[src/rtl/ibp_pkg.sv]
package ibp_pkg;

    typedef enum logic [1:0] {
        M_HOST_SUP  = 2'b00,
        M_HOST_USR  = 2'b01,
        M_GUEST_SUP = 2'b10,
        M_GUEST_USR = 2'b11
    } pmode_e;

    typedef enum logic [1:0] {
        BC_NONE  = 2'b00,
        BC_ICALL = 2'b01,
        BC_IJMP  = 2'b10,
        BC_RET   = 2'b11
    } bclass_e;

    typedef enum logic {
        ST_EMPTY = 1'b0,
        ST_LIVE  = 1'b1
    } ctl_state_e;

    // Higher value means more privileged: guest below host, user below supervisor.
    function automatic logic [1:0] mode_rank(input logic [1:0] m);
        return ~m;
    endfunction

    function automatic logic class_ok(input logic [1:0] c);
        return c != BC_NONE;
    endfunction

endpackage

[src/rtl/ibp_table.sv]
module ibp_table #(
    parameter int ENTRIES = 16,
    parameter int TAG_W   = 8,
    parameter int TGT_W   = 32,
    parameter int TID_W   = 1,
    localparam int IDX_W  = $clog2(ENTRIES),
    localparam int ENT_W  = 1 + TAG_W + TGT_W + 2 + TID_W
) (
    input  logic               clk,
    input  logic               rst_n,
    input  logic               clear,
    input  logic               wr_en,
    input  logic [IDX_W-1:0]   wr_idx,
    input  logic [TAG_W-1:0]   wr_tag,
    input  logic [TGT_W-1:0]   wr_tgt,
    input  logic [1:0]         wr_mode,
    input  logic [TID_W-1:0]   wr_tid,
    input  logic [IDX_W-1:0]   rd_idx,
    output logic               rd_valid,
    output logic [TAG_W-1:0]   rd_tag,
    output logic [TGT_W-1:0]   rd_tgt,
    output logic [1:0]         rd_mode,
    output logic [TID_W-1:0]   rd_tid,
    output logic [ENTRIES-1:0] valid_vec
);

    logic [ENT_W-1:0] ent_bus [ENTRIES];

    for (genvar i = 0; i < ENTRIES; i++) begin : g_slot
        logic             v_q;
        logic [TAG_W-1:0] tag_q;
        logic [TGT_W-1:0] tgt_q;
        logic [1:0]       mode_q;
        logic [TID_W-1:0] tid_q;
        logic             sel;

        assign sel = wr_en && (wr_idx == IDX_W'(i));

        always_ff @(posedge clk or negedge rst_n) begin
            if (!rst_n) begin
                v_q <= 1'b0;
            end else if (clear) begin
                v_q <= 1'b0;
            end else if (sel) begin
                v_q <= 1'b1;
            end
        end

        always_ff @(posedge clk) begin
            if (sel && !clear) begin
                tag_q  <= wr_tag;
                tgt_q  <= wr_tgt;
                mode_q <= wr_mode;
                tid_q  <= wr_tid;
            end
        end

        assign ent_bus[i]   = {v_q, tag_q, tgt_q, mode_q, tid_q};
        assign valid_vec[i] = v_q;
    end

    always_comb begin
        {rd_valid, rd_tag, rd_tgt, rd_mode, rd_tid} = ent_bus[rd_idx];
    end

    // an accepted write leaves its slot valid in the next cycle
    p_write_lands_r2: assert property (@(posedge clk) disable iff (!rst_n)
        (wr_en && !clear) |=> valid_vec[$past(wr_idx)]);

endmodule

[src/rtl/ibp_filter.sv]
module ibp_filter #(
    parameter int TAG_W   = 8,
    parameter int THREADS = 2,
    localparam int TID_W  = $clog2(THREADS)
) (
    input  logic               ent_valid,
    input  logic [TAG_W-1:0]   ent_tag,
    input  logic [1:0]         ent_mode,
    input  logic [TID_W-1:0]   ent_tid,
    input  logic [TAG_W-1:0]   lk_tag,
    input  logic [1:0]         lk_mode,
    input  logic [TID_W-1:0]   lk_tid,
    input  logic [THREADS-1:0] restrict_vec,
    input  logic [THREADS-1:0] iso_vec,
    output logic               allow
);
    import ibp_pkg::*;

    logic [THREADS-1:0] mode_blk_t;
    logic [THREADS-1:0] thr_blk_t;
    logic               tag_hit;

    // Each thread's own controls judge the entry as if that thread were looking up.
    for (genvar t = 0; t < THREADS; t++) begin : g_thr
        assign mode_blk_t[t] = restrict_vec[t] &&
                               (mode_rank(ent_mode) < mode_rank(lk_mode));
        assign thr_blk_t[t]  = iso_vec[t] && (ent_tid != TID_W'(t));
    end

    always_comb begin
        tag_hit = ent_valid && (ent_tag == lk_tag);
        allow   = tag_hit && !mode_blk_t[lk_tid] && !thr_blk_t[lk_tid];
    end

endmodule

[src/rtl/ibp_ctrl.sv]
module ibp_ctrl #(
    parameter int TGT_W = 32
) (
    input  logic                clk,
    input  logic                rst_n,
    input  logic                barrier,
    input  logic                train_ok,
    input  logic                lk_fire,
    input  logic                allow,
    input  logic [TGT_W-1:0]    hit_tgt,
    output ibp_pkg::ctl_state_e state,
    output logic                pred_valid,
    output logic [TGT_W-1:0]    pred_target
);
    import ibp_pkg::*;

    ctl_state_e nxt;
    logic       grant;

    always_ff @(posedge clk or negedge rst_n) begin
        if (!rst_n) begin
            state <= ST_EMPTY;
        end else begin
            state <= nxt;
        end
    end

    always_comb begin
        nxt   = state;
        grant = 1'b0;
        unique case (state)
            ST_EMPTY: begin
                if (train_ok && !barrier) begin
                    nxt = ST_LIVE;
                end
            end
            ST_LIVE: begin
                grant = lk_fire && allow && !barrier;
                if (barrier) begin
                    nxt = ST_EMPTY;
                end
            end
            default: nxt = ST_EMPTY;
        endcase
    end

    always_ff @(posedge clk or negedge rst_n) begin
        if (!rst_n) begin
            pred_valid  <= 1'b0;
            pred_target <= '0;
        end else if (grant) begin
            pred_valid  <= 1'b1;
            pred_target <= hit_tgt;
        end else begin
            pred_valid  <= 1'b0;
            pred_target <= '0;
        end
    end

    // a granted prediction was looked up while the table was live
    p_grant_needs_live_r9: assert property (@(posedge clk) disable iff (!rst_n)
        pred_valid |-> ($past(state) == ST_LIVE));

endmodule

[src/rtl/modetag_ibp.sv]
module modetag_ibp #(
    parameter int ENTRIES    = 16,
    parameter int TAG_W      = 8,
    parameter int PC_W       = 32,
    parameter int ALIGN_BITS = 2,
    parameter int THREADS    = 2
) (
    input  logic                       clk,
    input  logic                       rst_n,
    input  logic                       lk_valid,
    input  logic [PC_W-1:0]            lk_pc,
    input  logic [1:0]                 lk_class,
    input  logic [$clog2(THREADS)-1:0] lk_tid,
    input  logic [1:0]                 lk_mode,
    input  logic                       tr_valid,
    input  logic [PC_W-1:0]            tr_pc,
    input  logic [PC_W-1:0]            tr_target,
    input  logic [1:0]                 tr_class,
    input  logic [$clog2(THREADS)-1:0] tr_tid,
    input  logic [1:0]                 tr_mode,
    input  logic [THREADS-1:0]         restrict_spec,
    input  logic [THREADS-1:0]         iso_thread,
    input  logic [THREADS-1:0]         barrier_cmd,
    output logic                       pred_valid,
    output logic [PC_W-1:0]            pred_target
);
    import ibp_pkg::*;

    localparam int IDX_W  = $clog2(ENTRIES);
    localparam int TID_W  = $clog2(THREADS);
    localparam int TAG_LO = ALIGN_BITS + IDX_W;
    localparam int TAG_HI = TAG_LO + TAG_W;

    logic [IDX_W-1:0]   lk_idx, tr_idx;
    logic [TAG_W-1:0]   lk_tag, tr_tag;
    logic               barrier_any, train_ok, lk_fire, allow;
    logic               rd_valid;
    logic [TAG_W-1:0]   rd_tag;
    logic [PC_W-1:0]    rd_tgt;
    logic [1:0]         rd_mode;
    logic [TID_W-1:0]   rd_tid;
    logic [ENTRIES-1:0] valid_vec;
    ctl_state_e         state;
    logic               unused_pc_bits;

    assign lk_idx      = lk_pc[ALIGN_BITS +: IDX_W];
    assign tr_idx      = tr_pc[ALIGN_BITS +: IDX_W];
    assign lk_tag      = lk_pc[TAG_LO +: TAG_W];
    assign tr_tag      = tr_pc[TAG_LO +: TAG_W];
    assign barrier_any = |barrier_cmd;
    assign train_ok    = tr_valid && class_ok(tr_class) && !barrier_any;
    assign lk_fire     = lk_valid && class_ok(lk_class);

    assign unused_pc_bits = ^{lk_pc[ALIGN_BITS-1:0], tr_pc[ALIGN_BITS-1:0],
                              lk_pc[PC_W-1:TAG_HI], tr_pc[PC_W-1:TAG_HI]};

    ibp_table #(
        .ENTRIES (ENTRIES),
        .TAG_W   (TAG_W),
        .TGT_W   (PC_W),
        .TID_W   (TID_W)
    ) u_table (
        .clk       (clk),
        .rst_n     (rst_n),
        .clear     (barrier_any),
        .wr_en     (train_ok),
        .wr_idx    (tr_idx),
        .wr_tag    (tr_tag),
        .wr_tgt    (tr_target),
        .wr_mode   (tr_mode),
        .wr_tid    (tr_tid),
        .rd_idx    (lk_idx),
        .rd_valid  (rd_valid),
        .rd_tag    (rd_tag),
        .rd_tgt    (rd_tgt),
        .rd_mode   (rd_mode),
        .rd_tid    (rd_tid),
        .valid_vec (valid_vec)
    );

    ibp_filter #(
        .TAG_W   (TAG_W),
        .THREADS (THREADS)
    ) u_filter (
        .ent_valid    (rd_valid),
        .ent_tag      (rd_tag),
        .ent_mode     (rd_mode),
        .ent_tid      (rd_tid),
        .lk_tag       (lk_tag),
        .lk_mode      (lk_mode),
        .lk_tid       (lk_tid),
        .restrict_vec (restrict_spec),
        .iso_vec      (iso_thread),
        .allow        (allow)
    );

    ibp_ctrl #(
        .TGT_W (PC_W)
    ) u_ctrl (
        .clk         (clk),
        .rst_n       (rst_n),
        .barrier     (barrier_any),
        .train_ok    (train_ok),
        .lk_fire     (lk_fire),
        .allow       (allow),
        .hit_tgt     (rd_tgt),
        .state       (state),
        .pred_valid  (pred_valid),
        .pred_target (pred_target)
    );

    // non-eligible lookups never predict
    p_ineligible_quiet_r4: assert property (@(posedge clk) disable iff (!rst_n)
        (lk_valid && lk_class == BC_NONE) |=> !pred_valid);

    // a lookup in a barrier cycle never predicts
    p_barrier_cycle_r9: assert property (@(posedge clk) disable iff (!rst_n)
        barrier_any |=> !pred_valid);

    // the controller reports EMPTY only when the table holds nothing
    p_empty_means_clear_r9: assert property (@(posedge clk) disable iff (!rst_n)
        (state == ST_EMPTY) |-> (valid_vec == '0));

    // restricted lookups never use lower-ranked training
    p_restrict_rank_r5: assert property (@(posedge clk) disable iff (!rst_n)
        (lk_valid && restrict_spec[lk_tid] && rd_valid &&
         (mode_rank(rd_mode) < mode_rank(lk_mode))) |=> !pred_valid);

    // isolated lookups never use the sibling's training
    p_isolate_sibling_r7: assert property (@(posedge clk) disable iff (!rst_n)
        (lk_valid && iso_thread[lk_tid] && rd_valid && (rd_tid != lk_tid))
        |=> !pred_valid);

    // idle output carries a zero target
    p_idle_zero_r11: assert property (@(posedge clk) disable iff (!rst_n)
        !pred_valid |-> (pred_target == '0));

endmodule

[config.mk]
export PLATFORM = sky130hd
export DESIGN_NAME = modetag_ibp
export DESIGN_NICKNAME = d
export VERILOG_FILES = /design/src/rtl/ibp_pkg.sv /design/src/rtl/ibp_table.sv /design/src/rtl/ibp_filter.sv /design/src/rtl/ibp_ctrl.sv /design/src/rtl/modetag_ibp.sv
export SDC_FILE = /design/constraint.sdc
export NUM_CORES = 1
export LEC_CHECK = 0
export BUFFER_PORTS_ARGS = -buffer_cell sky130_fd_sc_hd__clkbuf_2
export CAP_MARGIN = 0
export CORE_MARGIN = 10
export CORE_UTILIZATION = 55
export DETAILED_ROUTE_END_ITERATION = 12
export HOLD_SLACK_MARGIN = 0.03
export PLACE_DENSITY = 0.76
export SETUP_SLACK_MARGIN = 0.05
export SLEW_MARGIN = 10
export SYNTH_ARGS = -nofsm -noshare
export SYNTH_HDL_FRONTEND = slang
export SYNTH_SLANG_ARGS = --single-unit
[constraint.sdc]
create_clock -name clk -period 2.8 [get_ports clk]
set_clock_uncertainty 0.05 [all_clocks]
set_input_delay 0.56 -clock clk [delete_from_list [all_inputs] [get_ports clk]]
set_output_delay 0.56 -clock clk [all_outputs]
set_load 0.01 [all_outputs]
## After elaboration in Yosys (flattened, before gate mapping)

Cells that the tools add are included.

- Register bits: 738
- Logic and storage cells: 220

- $lt $le $gt $ge: 3
- Eq/ne operators: 16
- Mux-type cells: 45
- Bitwise operators: 5
- Reduce and logical (&&, ||, !) cells: 68

Operators with widths:

| kind | number |
|---|---|
| 44-bit binary-select mux with 4-bit select | 1 |
| 44-bit two-way mux | 2 |
| 1-bit logical AND | 45 |
| 1-bit two-way mux | 40 |
| 2-bit nonzero test | 18 |
| 4-bit == test (second input constant) | 8 |
| 32-bit two-way mux | 1 |
| 4-bit by 3-bit == test with 1-bit output (second input constant) | 4 |
| 4-bit by 2-bit == test with 1-bit output (second input constant) | 2 |
| 8-bit == test | 1 |
| 5-bit >= comparator (second input constant) | 1 |
| 4-bit NOT with 5-bit output | 1 |
| 4-bit by 1-bit == test with 1-bit output (second input constant) | 1 |
| 4-bit zero test | 1 |
| 2-bit NOT | 2 |
| 1-bit zero test | 3 |
| 1-bit by 2-bit < comparator with 1-bit output (second input constant) | 1 |
| 2-bit < comparator | 1 |
| 1-bit NOT | 2 |
| 1-bit one-hot mux with 2 select lines | 1 |
| 2-bit OR reduction | 1 |

## Depth between registers and ports, before layout

Gate-level depths: netlist of run 1.

- Depth in word-level cells: 16
- Gate-level depth with buffers: 17
- Depth with buffers taken out: 10

## Modules after synthesis

A second synthesis of run 1 with hierarchy kept.

- Cell total of the unflattened synthesis: 1254
- Area, all modules: 27945.6 sq um

By module, submodules not included:

| module | times used | cells an instance | area an instance (sq um) | sequential area each (sq um) |
|---|---|---|---|---|
| ibp_table | 1 | 1159 | 26646.8 | 21060.2 |
| ibp_ctrl | 1 | 72 | 1121.1 | 850.8 |
| ibp_filter | 1 | 19 | 152.6 | 0.0 |
| modetag_ibp | 1 | 4 | 25.0 | 0.0 |

## Worst setup path after synthesis of run 1

No wires, ideal clock.

- Path kind: in2reg
- Start point: in barrier_cmd[1]
- End point: reg u_table.g_slot[0].mode_q[0], enable pin
- Arrival: 4560 ps
- Setup slack: -2309 ps
- Stages: 4
- Cell sequence: nor2_1 o211ai_1 or3_1 nor3_1

- Word-level cells in the longest chain between the ends: 5

Ends and longest elaborated chain:

| element | RTL line | source |
|---|---|---|
| start, declared | modetag_ibp.sv:23 | `input logic [THREADS-1:0] barrier_cmd,` |
| 2-bit OR reduction (*) | modetag_ibp.sv:50 | `assign barrier_any = \|barrier_cmd;` |
| 1-bit zero test (*) | ibp_table.sv:50, modetag_ibp.sv:51 |  |
| 1-bit logical AND | modetag_ibp.sv:51 | `assign train_ok = tr_valid && class_ok(tr_class) && !barrier_any;` |
| 1-bit logical AND | ibp_table.sv:37 | `assign sel = wr_en && (wr_idx == IDX_W'(i));` |
| 1-bit logical AND (*) | ibp_table.sv:50 | `if (sel && !clear) begin` |
| end signal, assigned | ibp_table.sv:53 | `mode_q <= wr_mode;` |
| end, declared | ibp_table.sv:33 | `logic [1:0] mode_q;` |

Every way passes the cells marked *; elsewhere a longest branch is shown, timed or not.
A chain may end at the register's enable or synchronous reset.

## Final worst setup path of run 1

- Start point: reg u_table.g_slot[15].mode_q[1]
- End point: reg u_ctrl.pred_target[0]

- Word-level cells in the longest chain between the ends: 15

Ends and longest elaborated chain:

| element | RTL line | source |
|---|---|---|
| start, declared | ibp_table.sv:33 |  |
| start signal, assigned | ibp_table.sv:53 |  |
| 44-bit binary-select mux with 4-bit select (*) | ibp_table.sv:63 | `{rd_valid, rd_tag, rd_tgt, rd_mode, rd_tid} = ent_bus[rd_idx];` |
| 44-bit two-way mux (not written as such) (*) (2 in a row) | ibp_table.sv:63 |  |
| 2-bit NOT (*) | ibp_pkg.sv:24 | `return ~m;` |
| 2-bit < comparator (*) | ibp_filter.sv:26 | `(mode_rank(ent_mode) < mode_rank(lk_mode));` |
| 1-bit logical AND | ibp_filter.sv:25 | `assign mode_blk_t[t] = restrict_vec[t] &&` |
| 1-bit two-way mux (not written as such) (*) (2 in a row) | ibp_filter.sv:32 | `allow = tag_hit && !mode_blk_t[lk_tid] && !thr_blk_t[lk_tid];` |
| 1-bit zero test (*) | ibp_filter.sv:32 |  |
| 1-bit logical AND (*) (2 in a row) | ibp_filter.sv:32 |  |
| 1-bit logical AND (*) (2 in a row) | ibp_ctrl.sv:38 | `grant = lk_fire && allow && !barrier;` |
| 1-bit two-way mux (*) | ibp_ctrl.sv:31 | `unique case (state)` |
| 32-bit two-way mux (*) | ibp_ctrl.sv:51 | `end else if (grant) begin` |
| end signal, assigned | ibp_ctrl.sv:53 | `pred_target <= hit_tgt;` |
| end, declared | ibp_ctrl.sv:13 | `output logic [TGT_W-1:0] pred_target` |

Every way passes the cells marked *; elsewhere a longest branch is shown, timed or not. The select of a mux whose other input is x is not followed.

==> results.sh, run 1 <==
export IMPL_status="finished with violations"
export IMPL_violations="negative setup slack"
export IMPL_yosys_area_top_type="edfxtp_1"
export IMPL_grt_usage_pct=21.6
export IMPL_r2r_cells=11
export IMPL_relSlewSlack_pct=49.2
export IMPL_core_area_mm2=0.0503
export IMPL_rows=82
export IMPL_numCtsBuffers=72
export IMPL_start_kind="flop"
export IMPL_htreeDepth=3
export IMPL_die_area_mm2=0.0604
export IMPL_die_width_um=246
export IMPL_cts_num_sinks=738
export IMPL_synth_cell_type_count=47
export IMPL_max_cap_viol_count=0
export IMPL_layout_setup_ws_ns=-0.184
export IMPL_pin_count=149
export IMPL_power_leakage_nw=11.0
export IMPL_hp_start="tr_class[0]"
export IMPL_setup_viol=33
export IMPL_synthToLayoutAreaGrowth_pct=16.4
export IMPL_firstDrtPassIters=5
export IMPL_required_ns=3.28
export IMPL_cts_tree="done"
export IMPL_gp_congestion=0.763
export IMPL_drive_gt1_share_pct=37.5
export IMPL_synth_cells=1172
export IMPL_ff2ff_setup_slack_ns=-0.18
export IMPL_yosys_warnings=0
export IMPL_cp_arrival_ns=3.46
export IMPL_holdPathEnd="u_ctrl.state"
export IMPL_portBuffers=108
export IMPL_grt_pass1_vias=13900
export IMPL_synth_area_mm2=0.0281
export IMPL_start_util_pct=55.8
export IMPL_synthTopCellsByCount="edfxtp_1 (688), mux4_2 (198), dfrtp_1 (50)"
export IMPL_min_period_ns=2.98
export IMPL_finalNetCount=1493
export IMPL_timing_rr_start="u_table.g_slot[15].mode_q[1]"
export IMPL_synth_top_area_share_pct=73.6
export IMPL_grt_antenna_before_repair=3
export IMPL_worst_pin_slew_ns=0.762
export IMPL_hold_viol_final=0
export IMPL_nFillCells=3215
export IMPL_post_dp_cell_area_mm2=0.0302
export IMPL_cts_root_buf="clkbuf_16"
export IMPL_vdd_drop_max_mv=0.433
export IMPL_vias=13200
export IMPL_grt_first_pass_wirelength_mm=94.6
export IMPL_drt_iter0_drc=1478
export IMPL_clk_path_buf_depth=3
export IMPL_cp_max_fo=17
export IMPL_routed_via_density=6.27
export IMPL_antenna_left=0
export IMPL_whs_path_depth=3
export IMPL_crit_path_end_kind="flop"
export IMPL_grt_max_degree=67
export IMPL_post_synth_top_count_cell="edfxtp_1"
export IMPL_fmax_mhz=335
export IMPL_cellPowerDensity_mw_per_mm2=699
export IMPL_fp_dieH_um=246
export IMPL_rsz0062_at_grt="true"
export IMPL_synth_edf_count=688
export IMPL_synth_area_top_cells="edfxtp_1 (74%), mux4_2 (16%), dfrtp_1 (4.5%)"
export IMPL_timing_final_crit_share_pct=107
export IMPL_synthArstFlopShare_pct=6.78
export IMPL_synth_nets=1289
export IMPL_reg2reg_to="u_ctrl.pred_target[0]"
export IMPL_power_w=0.0228
export IMPL_overflow=0
export IMPL_clk_latency_ns=0.61
export IMPL_dp_hpwl_mm=33.1
export IMPL_ys_ff_latch=738
export IMPL_ys_flop_type="edfxtp_1"
export IMPL_slew_violations=0
export IMPL_wl_per_cell_um=30.4
export IMPL_crit_type="reg -> reg"
export IMPL_ys_seq_area_share_pct=78.1
export IMPL_design_area_mm2=0.0327
export IMPL_route_detailed_drc=0
export IMPL_drt_total_wl_mm=64.1
export IMPL_hold_class="in -> reg"
export IMPL_cts_clk_slew_worst_paths_ns=0.06
export IMPL_avgSynthCellArea_um2=23.9
[area by class of cell]
cell class	instances	area (um2)	share of cell area (%)
diodes	3	7.51	0.0230
clock buffers	95	2000	6.13
clock inverters	37	392	1.20
inverters	5	18.8	0.0575
multi-input cells	374	6000	18.4
flip-flops and latches	738	21900	67.1
well taps	672	841	2.57
repair buffers	185	1500	4.58
[registers in the layout, indices dropped and copies added (netlist names)]
name and count:
u_table.g_slot.tgt_q 512, u_table.g_slot.tag_q 128, u_ctrl.pred_target 32, u_table.g_slot.mode_q 32, u_table.g_slot.tid_q 16, u_table.g_slot.v_q 16
u_ctrl.pred_valid 1, u_ctrl.state 1
[report_power, final]
group,internal (W),switching [W]
sequential,0.0121,0.0000166
clock,0.00571,0.00403
combinational,0.000443,0.000536
total,0.0183,0.00458
[critical path, stage by stage (launching register included)]
cell and delay [ns]:
edfxtp_1 0.36, mux4_2 0.47, mux4_2 0.48, inv_2 0.09, ha_4 0.12, or3_4 0.13
nor3_4 0.04, nor4_4 0.31, o221a_2 0.23, and4_4 0.29, buf_12 0.18, and2_1 0.16
[through the flow]
step	TNS, ns	utilization (%)	setup WS [ns]	hold slack, ns	instances
6_report	-4.76	65.0	-0.184	0.298	2109
5_1_grt	-9.04	65.0	-0.322	0.315	2107
4_1_cts	-4.68	64.8	-0.178	0.267	2104
3_5_place_dp	-20.79	60.0	-0.657	0.414	1971
3_3_place_gp	-20.62	60.0	-0.631	0.403	1971
2_1_floorplan	-34.69	-	-0.843	0.214	1172
[cells by family (layout without fill, tap and decap cells)]
group	count (synthesis)	after routing	synth area share [%]
AO/OA/AOI/OAI	41	41	1.18
XOR/XNOR	12	12	0.375
adder cells (fa/ha/maj)	1	1	0.0446
buffers and inverters	60	322	1.31
flip-flops	738	738	78.1
multiplexers	235	235	17.4
other	0	3	0
AND/OR/NAND/NOR	85	85	1.65
[worst max path at each step]
stage / to / start / slack [ns]
floorplan: u_ctrl.pred_target[10] / lk_pc[2] / -0.84
global placement: u_ctrl.pred_target[7] / lk_pc[2] / -0.63
detailed placement: u_ctrl.pred_target[28] / lk_pc[2] / -0.66
CTS: u_ctrl.pred_target[0] / u_table.g_slot[15].mode_q[1] / -0.18
global route: u_ctrl.pred_target[16] / u_table.g_slot[5].mode_q[1] / -0.32
finish: u_ctrl.pred_target[0] / u_table.g_slot[15].mode_q[1] / -0.18
[layout by cell type, fill, tap and decap left out, types with 3 or more instances in the layout]
master,n
edfxtp_1,688
mux4_2,198
clkbuf_2,104
clkbuf_16,75
dfrtp_1,50
buf_4,49
mux2i_1,30
buf_12,27
and2_1,24
a21o_1,16
clkbuf_1,14
nor2_4,13
clkinv_2,13
and2_4,9
nand2_1,7
xor2_1,7
clkbuf_8,7
clkinv_1,7
bufinv_16,7
nor2_1,6
o21ai_0,5
nor3_4,5
mux2_2,5
nand2b_1,5
xnor2_1,5
nor2b_1,4
o22ai_1,4
clkinvlp_4,4
diode_2,3
inv_2,3
inv_6,3
[timing repair]
item / 4_1_cts / 5_1_grt
pin swaps: 1 / 0
resized for setup: 3 / 11
setup endpoints to repair: 33 / 33
hold buffers: 1 / 0
gates cloned: 0 / 1
setup buffers: 0 / 1
hold endpoints to repair: 18 / 0
[per-layer routing]
layer,vias up,wire length (um),global-route usage (%)
li1,5385,-,-
met1,7039,24500,28.8
met2,662,32800,35.5
met3,125,5170,4.28
met4,2,1660,7.30
met5,-,9,0
(Power assumes the default switching activity.)
==> run 2: changes to the inputs <==
--- a/config.mk
+++ b/config.mk
@@ -8,11 +8,11 @@
 export BUFFER_PORTS_ARGS = -buffer_cell sky130_fd_sc_hd__clkbuf_2
 export CAP_MARGIN = 0
 export CORE_MARGIN = 10
-export CORE_UTILIZATION = 55
+export CORE_UTILIZATION = 40
 export DETAILED_ROUTE_END_ITERATION = 12
 export HOLD_SLACK_MARGIN = 0.03
-export PLACE_DENSITY = 0.76
 export SETUP_SLACK_MARGIN = 0.05
+export SKIP_CTS_REPAIR_TIMING = 1
 export SLEW_MARGIN = 10
 export SYNTH_ARGS = -nofsm -noshare
 export SYNTH_HDL_FRONTEND = slang
==> run 2 against run 1 <==
Power increased by 2.3%. Critical path type unchanged. Worst hold slack worse by 0.29 ns. The run still ends with negative setup slack left. Register-to-register slack got worse by 0.14 ns. Clock power grew 6%. Sequential power about the same. Utilization fell by 17 points. Worst setup slack worse by 0.14 ns. Combinational power is 0.4% lower. Largest power group unchanged. Critical endpoint is now u_ctrl.pred_target[14]. Critical path depth is 1 higher. Wire length increased by 1.0%. Highest routed layer unchanged. Final cell count is 13% higher. Sequential share of layout area is 1.0 points lower.
==> results.sh, run 2 (synthesized netlist as in run 1, its figures left out) <==
export IMPL_vdd_drop_max_mv=0.409
export IMPL_power_leakage_nw=11.1
export IMPL_numCtsBuffers=77
export IMPL_routed_via_density=5.37
export IMPL_vias=12800
export IMPL_grt_max_degree=60
export IMPL_drt_iter0_drc=1139
export IMPL_crit_chain="mux4_2, mux4_2, inv_2, ha_4, or3_4, nor3_2, nor4_2, buf_4, o221a_4, and4_4, clkbuf_16, and2_4"
export IMPL_top_register="u_table.g_slot.tgt_q"
export IMPL_overflow=0
export IMPL_crit_type="reg -> reg"
export IMPL_grt_pass1_vias=13600
export IMPL_finalNetCount=1496
export IMPL_die_area_mm2=0.0811
export IMPL_post_dp_cell_area_mm2=0.0305
export IMPL_cts_root_buf="clkbuf_16"
export IMPL_worst_pin_slew_ns=0.898
export IMPL_drt_total_wl_mm=64.7
export IMPL_grt_antenna_before_repair=4
export IMPL_grt_usage_pct=15.9
export IMPL_htreeDepth=3
export IMPL_pin_count=149
export IMPL_core_area_mm2=0.0698
export IMPL_violations="negative setup slack"
export IMPL_timing_final_crit_share_pct=112
export IMPL_cellPowerDensity_mw_per_mm2=704
export IMPL_fmax_mhz=320
export IMPL_crit_path_end_kind="flop"
export IMPL_cts_num_sinks=738
export IMPL_fin_cells=2384
export IMPL_nFillCells=5652
export IMPL_cpPeakStageDelay_ns=0.49
export IMPL_clk_latency_ns=0.61
export IMPL_clk_path_buf_depth=3
export IMPL_reg_top3="u_table.g_slot.tgt_q (512), u_table.g_slot.tag_q (128)"
export IMPL_critPathTopFamily="multiplexers"
export IMPL_mostFrequentLayoutCell="edfxtp_1"
export IMPL_start_util_pct=40.2
export IMPL_cp_max_fo=6
export IMPL_layout_common_cells="edfxtp_1 (688), mux4_2 (198), clkbuf_2 (104)"
export IMPL_synthToLayoutAreaGrowth_pct=18.2
export IMPL_die_width_um=285
export IMPL_layout_setup_ws_ns=-0.323
export IMPL_dp_cells=2237
export IMPL_drive_gt1_share_pct=37.7
export IMPL_required_ns=3.29
export IMPL_setup_viol=33
export IMPL_hold_viol_final=0
export IMPL_slew_violations=0
export IMPL_max_cap_viol_count=0
export IMPL_route_detailed_drc=0
export IMPL_hold_class="in -> async"
export IMPL_start_kind="flop"
export IMPL_final_util_pct=47.5
export IMPL_cp_slowest_cell="mux4_2"
export IMPL_rows=97
export IMPL_rsz0062_at_grt="true"
export IMPL_grt_first_pass_wirelength_mm=94.8
export IMPL_multi_input_area_mm2=0.00599
export IMPL_largest_reg_flops=512
export IMPL_portBuffers=108
export IMPL_firstDrtPassIters=5
export IMPL_pre_cts_ws_ns=-0.670
export IMPL_cts_tree="done"
export IMPL_cp_arrival_ns=3.62
export IMPL_gp_congestion=0.714
export IMPL_wl_per_cell_um=27.2
export IMPL_dp_hpwl_mm=35.3
export IMPL_relSlewSlack_pct=40.1
export IMPL_path_buf_inv=3
export IMPL_min_period_ns=3.12
export IMPL_fp_dieH_um=285
export IMPL_crit_top_cell="mux4_2"
export IMPL_cts_clk_slew_worst_paths_ns=0.06
export IMPL_design_area_mm2=0.0332
export IMPL_status="finished with violations"
export IMPL_ff_latch_area_mm2=0.0219
export IMPL_antenna_left=0
==> run 2: cell type report <==
type	instances	area share, %
Antenna cell	1	0.00754
Sequential cell	738	66.1
Clock buffer	111	6.68
Multi-Input combinational cell	374	18.1
Timing Repair Buffer	183	4.45
Inverter	5	0.0603
Clock inverter	32	1.15
Tap cell	940	3.55
==> run 2: per-layer routing <==
layer  GRT usage, %  up-vias  share of wire (%)
li1               -     5399                  -
met1           20.6     6969                 42
met2           27.1      339                 51
met3           3.14       81                5.3
met4           3.94        4                1.6
met5              0        -              0.042
==> run 2: final timing paths <==
kind	slack, ns	to	cells past startpoint	start
setup / recovery	-0.32	u_ctrl.pred_target[14]	12	u_table.g_slot[7].mode_q[1]
hold / removal	0.01	u_ctrl.pred_target[26]	1	rst_n
setup reg to reg	-0.32	u_ctrl.pred_target[14]	12	u_table.g_slot[7].mode_q[1]
hold reg to reg	0.42	u_table.g_slot[12].v_q	1	u_table.g_slot[12].v_q
max in group asynchronous	2.10	u_ctrl.pred_target[16]	1	rst_n
min in group clk	0.19	u_ctrl.state	4	barrier_cmd[0]
==> run 2: where the power goes <==
| part | leakage, nW | internal (W) | switching, W | total [W] |
|---|---|---|---|---|
| combinational | 2.93 | 0.000437 | 0.000538 | 0.000975 |
| sequential | 6.89 | 0.0121 | 0.0000128 | 0.0121 |
| clock | 1.28 | 0.00611 | 0.00415 | 0.0103 |
| total | 11.1 | 0.0187 | 0.00470 | 0.0234 |
==> run 2: worst reg2reg max path: cells and delay by family, from the launching register on <==
| kind | cells | cell delay (ns) |
|---|---|---|
| buf+inv | 3 | 0.49 |
| simple gates | 5 | 0.87 |
| fa+ha+maj | 1 | 0.14 |
| compound gates | 1 | 0.18 |
| mux | 2 | 0.96 |
| flops | 1 | 0.37 |
==> run 2: per-stage QoR <==
stage | power, W | hold WS, ns | TNS, ns
floorplan | 0.0129 | 0.214 | -34.69
finish | 0.0234 | 0.0129 | -9.75
global route | 0.0241 | 0.0509 | -13.05
CTS | 0.0236 | 0.0223 | -11.70
detailed placement | 0.0133 | 0.412 | -21.47
global placement | 0.0133 | 0.405 | -20.80
